**config.mk**
```make
export PLATFORM = sky130hd
export DESIGN_NAME = irq_prio_ctrl
export DESIGN_NICKNAME = d
export VERILOG_FILES = /design/src/rtl/irq_prio_pkg.sv /design/src/rtl/irq_port_watch.sv /design/src/rtl/irq_ctrl_reg.sv /design/src/rtl/irq_req_logic.sv /design/src/rtl/irq_req_fsm.sv /design/src/rtl/irq_prio_ctrl.sv
export SDC_FILE = /design/constraint.sdc
export NUM_CORES = 1
export LEC_CHECK = 0
export CAP_MARGIN = 0
export CORE_ASPECT_RATIO = 0.8
export CORE_UTILIZATION = 33
export DETAILED_ROUTE_END_ITERATION = 12
export PLACE_DENSITY = 0.75
export SYNTH_ARGS = -nofsm -noshare
export SYNTH_HDL_FRONTEND = slang
export SYNTH_SLANG_ARGS = --single-unit
```
**constraint.sdc**
```tcl
create_clock -name clk -period 0.85 [get_ports clk]
set_input_delay 0.17 -clock clk [delete_from_list [all_inputs] [get_ports clk]]
set_output_delay 0.17 -clock clk [all_outputs]
set_load 0.02 [all_outputs]
```
**src/rtl/irq_prio_pkg.sv**
```systemverilog
package irq_prio_pkg;
    localparam int CW       = 8;
    localparam int NCORE    = 3;
    // core source index k: flag at bit k, enable at bit k+NCORE
    localparam int SRC_PC   = 0;
    localparam int SRC_EXT  = 1;
    localparam int SRC_TMR  = 2;
    localparam int B_GEN_L  = 6;
    localparam int B_GEN_H  = 7;

    typedef enum logic [1:0] {
        ST_QUIET = 2'd0,
        ST_LOW   = 2'd1,
        ST_HIGH  = 2'd2
    } req_state_e;
endpackage

```
**src/rtl/irq_port_watch.sv**
```systemverilog
module irq_port_watch #(
    parameter int PORT_W = 4
) (
    input  logic              clk,
    input  logic              rst_n,
    input  logic [PORT_W-1:0] pins,
    input  logic              snap,
    output logic              mismatch
);
    logic [PORT_W-1:0] snap_q;

    always_ff @(posedge clk or negedge rst_n) begin
        if (!rst_n)
            snap_q <= '0;
        else if (snap)
            snap_q <= pins;
    end

    assign mismatch = |(pins ^ snap_q);
endmodule

```
**src/rtl/irq_ctrl_reg.sv**
```systemverilog
module irq_ctrl_reg
    import irq_prio_pkg::*;
(
    input  logic          clk,
    input  logic          rst_n,
    input  logic          wr_en,
    input  logic [CW-1:0] wr_data,
    input  logic [NCORE-1:0] evt,
    output logic [CW-1:0] ctrl
);
    // flags: event has precedence over a software write
    for (genvar k = 0; k < NCORE; k++) begin : g_flag
        always_ff @(posedge clk or negedge rst_n) begin
            if (!rst_n)
                ctrl[k] <= 1'b0;
            else if (evt[k])
                ctrl[k] <= 1'b1;
            else if (wr_en)
                ctrl[k] <= wr_data[k];
        end
    end

    // enables and global bits
    for (genvar b = NCORE; b < CW; b++) begin : g_en
        always_ff @(posedge clk or negedge rst_n) begin
            if (!rst_n)
                ctrl[b] <= 1'b0;
            else if (wr_en)
                ctrl[b] <= wr_data[b];
        end
    end
endmodule

```
**src/rtl/irq_req_logic.sv**
```systemverilog
module irq_req_logic
    import irq_prio_pkg::*;
#(
    parameter int NPERIPH = 4
) (
    input  logic               prio_mode,
    input  logic [CW-1:0]      ctrl,
    input  logic [NCORE-1:0]   src_hi,
    input  logic [NPERIPH-1:0] periph_req,
    input  logic [NPERIPH-1:0] periph_hi,
    output logic               hi_cond,
    output logic               lo_cond
);
    logic [NCORE-1:0] core_pend;
    logic             gen_h, gen_l;
    logic             core_any, core_h, core_l, per_any, per_h, per_l;

    assign core_pend = ctrl[NCORE-1:0] & ctrl[2*NCORE-1:NCORE];
    assign gen_h     = ctrl[B_GEN_H];
    assign gen_l     = ctrl[B_GEN_L];

    assign core_any  = |core_pend;
    assign core_h    = |(core_pend & src_hi);
    assign core_l    = |(core_pend & ~src_hi);
    assign per_any   = |periph_req;
    assign per_h     = |(periph_req & periph_hi);
    assign per_l     = |(periph_req & ~periph_hi);

    always_comb begin
        if (prio_mode) begin
            hi_cond = gen_h & (core_h | per_h);
            lo_cond = gen_h & gen_l & (core_l | per_l);
        end else begin
            hi_cond = gen_h & (core_any | (gen_l & per_any));
            lo_cond = 1'b0;
        end
    end
endmodule

```
**src/rtl/irq_req_fsm.sv**
```systemverilog
module irq_req_fsm
    import irq_prio_pkg::*;
(
    input  logic clk,
    input  logic rst_n,
    input  logic hi_cond,
    input  logic lo_cond,
    output logic irq_hi,
    output logic irq_lo
);
    req_state_e state_q, state_d;

    always_comb begin
        state_d = state_q;
        unique case (state_q)
            ST_QUIET, ST_LOW, ST_HIGH: begin
                if (hi_cond)
                    state_d = ST_HIGH;
                else if (lo_cond)
                    state_d = ST_LOW;
                else
                    state_d = ST_QUIET;
            end
            default: state_d = ST_QUIET;
        endcase
    end

    always_ff @(posedge clk or negedge rst_n) begin
        if (!rst_n)
            state_q <= ST_QUIET;
        else
            state_q <= state_d;
    end

    always_comb begin
        irq_hi = 1'b0;
        irq_lo = 1'b0;
        unique case (state_q)
            ST_HIGH:  irq_hi = 1'b1;
            ST_LOW:   irq_lo = 1'b1;
            ST_QUIET: ;
            default:  ;
        endcase
    end
endmodule

```
**src/rtl/irq_prio_ctrl.sv**
```systemverilog
module irq_prio_ctrl
    import irq_prio_pkg::*;
#(
    parameter int NPERIPH = 4,
    parameter int PORT_W  = 4
) (
    input  logic               clk,
    input  logic               rst_n,
    input  logic               prio_mode,
    input  logic               wr_en,
    input  logic [7:0]         wr_data,
    output logic [7:0]         rd_data,
    input  logic               tmr_ovf,
    input  logic               ext_edge,
    input  logic [PORT_W-1:0]  port_pins,
    input  logic               port_snap,
    input  logic [2:0]         src_hi,
    input  logic [NPERIPH-1:0] periph_req,
    input  logic [NPERIPH-1:0] periph_hi,
    output logic               irq_hi,
    output logic               irq_lo
);
    logic             pc_mismatch;
    logic [NCORE-1:0] evt;
    logic [CW-1:0]    ctrl;
    logic             hi_cond, lo_cond;

    irq_port_watch #(.PORT_W(PORT_W)) u_watch (
        .clk      (clk),
        .rst_n    (rst_n),
        .pins     (port_pins),
        .snap     (port_snap),
        .mismatch (pc_mismatch)
    );

    always_comb begin
        evt          = '0;
        evt[SRC_PC]  = pc_mismatch;
        evt[SRC_EXT] = ext_edge;
        evt[SRC_TMR] = tmr_ovf;
    end

    irq_ctrl_reg u_reg (
        .clk     (clk),
        .rst_n   (rst_n),
        .wr_en   (wr_en),
        .wr_data (wr_data),
        .evt     (evt),
        .ctrl    (ctrl)
    );

    assign rd_data = ctrl;

    irq_req_logic #(.NPERIPH(NPERIPH)) u_logic (
        .prio_mode  (prio_mode),
        .ctrl       (ctrl),
        .src_hi     (src_hi),
        .periph_req (periph_req),
        .periph_hi  (periph_hi),
        .hi_cond    (hi_cond),
        .lo_cond    (lo_cond)
    );

    irq_req_fsm u_fsm (
        .clk     (clk),
        .rst_n   (rst_n),
        .hi_cond (hi_cond),
        .lo_cond (lo_cond),
        .irq_hi  (irq_hi),
        .irq_lo  (irq_lo)
    );
endmodule

```
==> metrics.md <==
| Metric | Value |
|---|---|
| CP Max Fanout | 4 |
| Logic gate share of total power | 34.4% |
| Post-DP Area | 1250 sq um |
| Max Fclk | ~800 MHz |
| Switching Share | between 20 and 30% |
| Pre-CTS setup slack | -0.692 ns |
| IO Pins | 40 |
| Final WL | between 2000 and 2500 um |
| Cell variety after synth | 21 |
| Clock Sinks | 14 |
| Inserted Diodes | 0 |
| Fillers | ~130 |
| Worst Skew | 0.00111 ns |
| Core ar. | 1940 sq um |
| Final setup vio count | 21 |
| VDD IR-drop max | 1010 uV |
| Chip Width | between 50 and 60 um |
| Cell taking the most area after synthesis | dfrtp_1 |
| Largest net degree at the start of global routing | 15 |
| Main area contributors after synthesis | dfrtp_1, mux2_2, xor2_1 |
| DP HPWL | approximately 1700 um |
| Synthesized instance count | a little over 60 |
| Status | finished with violations |
| Hold WS | around 0.22 ns |
| Initial antenna violation count | 0 |
| P_sw | 539 uW |
| Vias post-DR | 750 |
| Max-slew headroom | around four fifths |
| Number of cell rows | 14 |
| Congestion Overflow GR | 0 |
| R2r setup slk | -0.40 ns |
| Buffers & Inverters on Critical Path | 1 |
| Cells on worst reg2reg path | 5 |
| Clk slew on worst S/H paths | 0.09 ns |
| ANT nets after route | 0 |
| Later-pin clock latency in the skew report | about 0.28 ns |
| First-pass GRT wire length | 3380 um |
| Power Dens Cells | 1390 nW/um^2 |
| Post-synth top area share | about half |
| Die H | approximately 43 um |
| DRT Pass-1 Iters | 4 |
| Final net count | between 150 and 200 |
| Clock tree from TritonCTS | built |
| Commonest non-fill, non-tap cell in the layout | clkdlybuf4s50_1 |
| Slew Viols, Final | 0 |
| Worst EP required | between 1 and 1.5 ns |
| Crit path DAT | between 1 and 1.5 ns |
| Worst Tran Pin Value | just over 0.3 ns |
| Sequential power share | between 40% and 50% |
| Fraction of layout cells with a size suffix above 1 | 48.4% |
| Clock power frac | between 20% and 30% |
| Initial Util | a little over a third |
| Most frequent cells in the layout | clkdlybuf4s50_1, buf_6, mux2_2 |
| Top delay family on crit path | compound AO/OA/AOI/OAI gates |
| Sequential-to-total area share from yosys stat | ~50% |
| DRC | 0 |
| Longest Clk Path Bufs | 2 |
| Crit-path slowest cell | dfrtp_2 |
| WS Path Type | reg -> reg |
| Fin. Hold Viols | 0 |
| Final setup TNS | -3.72 ns |
| Worst R2R Start | u_reg.ctrl[5] |
| Leak Pwr | approximately 0.00062 uW |
| Root Buffer | clkbuf_4 |
| Failing checks | setup timing |
| Worst Hold Class | in -> async |
| DR iter-0 viols | 25 |
| Post-Syn Nets | between 90 and 100 |
| CTS Buf Count | 3 |
| Number of global-route vias before repair | between 700 and 800 |
| Synth Cell Area | 706 sq um |
| Global Route Usage Sum | 20.5% |
| Drt wl/cell | roughly 16 um |
| Design Area, Final | roughly 1400 sq um |
| CP peak stage delay | around 0.42 ns |
| Final Critical Period | 1.25 ns |
| Final core utilization | between 70% and 80% |
| Syn_area_per_cell | 11.4 sq um |
| Layout area overhead | 96.8% |
| PortBufs | 39 |
| Gpl congestion | about 0.8 |
| Die ar. | roughly 2300 sq um |
| #FFs+latches synth | 14 |
| Htree depth | 1 |
| Int Pwr | 1390 uW |
| Synth warn | 0 |
| CP Cell Sequence | buf_6, nand3_2, nand4_1, o211ai_2, o311a_1 |
| FF-to-FF End | u_fsm.state_q[0] |
| DR vias/cell | between 5 and 6 |
| Final WS setup | -0.401 ns |
| Type of element capturing the critical path | flip-flop |
| Max cap viols | 0 |
| Crit start category | flip-flop |
| RSZ-0062 raised after global routing | true |
| Tcrit/Tclk final | 147% |
per-layer routing:
metal  routed length (um)  up-vias  track usage [%]
met5                    0        -                0
met1                  968      354             26.2
met2                 1280       33             34.6
met4                   57        0             4.74
met3                  122        6             5.26
li1                     -      357                -
final cells by class:
cell class / count / area [sq um] / area share [%]
Clock buffer: 4 / 36.3 / 2.61
Multi-Input combinational cell: 47 / 384 / 27.7
Timing Repair Buffer: 59 / 578 / 41.6
Sequential cell: 14 / 360 / 25.9
Tap cell: 24 / 30.0 / 2.16
logic make-up (layout without fill, tap and decap cells):
kind of cell,count (synthesis),after routing,synth area share [%]
AND/OR/NAND/NOR,23,23,17.6
flip-flops,14,14,49.6
AO/OA/AOI/OAI,10,10,11.3
multiplexers,10,10,15.8
XOR/XNOR,4,4,4.97
buffers and inverters,1,63,0.709
state kept, by name (all words and copies together), names as in the netlist:
signal and count:
u_fsm.state_q 2, u_watch.snap_q 4, u_reg.ctrl 8
Yosys cell counts:
| cell type | count |
|---|---|
| a211o_1 | 2 |
| a21oi_1 | 3 |
| a222oi_1 | 1 |
| buf_2 | 1 |
| dfrtp_1 | 14 |
| mux2_2 | 9 |
| mux2i_1 | 1 |
| nand2_1 | 5 |
| nand2b_1 | 3 |
| nand3_1 | 5 |
| nand4_1 | 3 |
| nor2_1 | 1 |
| nor2b_1 | 4 |
| nor3_1 | 1 |
| o211ai_2 | 1 |
| o22ai_1 | 1 |
| o311a_1 | 1 |
| o41ai_1 | 1 |
| or2b_2 | 1 |
| xnor2_1 | 1 |
| xor2_1 | 3 |
metrics by stage:
step	total power, uW	std cells
2_1_floorplan	998	62
3_5_place_dp	1360	137
5_1_grt	2020	148
3_3_place_gp	1340	137
6_report	1930	148
4_1_cts	1870	142
worst max path at each step:
stage,cells past startpoint,start,end,slack (ns)
2_1_floorplan,4,u_reg.ctrl[2],u_fsm.state_q[0],-0.18
3_3_place_gp,5,periph_req[0],u_fsm.state_q[0],-0.61
3_5_place_dp,5,periph_hi[0],u_fsm.state_q[0],-0.69
4_1_cts,2,u_fsm.state_q[0],irq_lo,-0.30
5_1_grt,5,u_reg.ctrl[5],u_fsm.state_q[0],-0.44
6_report,5,u_reg.ctrl[5],u_fsm.state_q[0],-0.40
power groups by stage:
stage / combinational, uW / sequential [uW] / clock (uW)
6_report: 663 / 778 / 485
5_1_grt: 702 / 785 / 531
4_1_cts: 595 / 779 / 495
3_5_place_dp: 580 / 781 / 0
3_3_place_gp: 562 / 777 / 0
2_1_floorplan: 167 / 831 / 0
repair_timing:
item | 4_1_cts | 5_1_grt
gates cloned | 1 | 0
pin swaps | 5 | 5
setup buffers | 0 | 6
hold endpoints to repair | 0 | 0
gates resized for setup | 73 | 6
endpoints found under the setup margin | 24 | 20
hold buffers | 0 | 0
No activity file was read; power rests on OpenSTA's default activity.
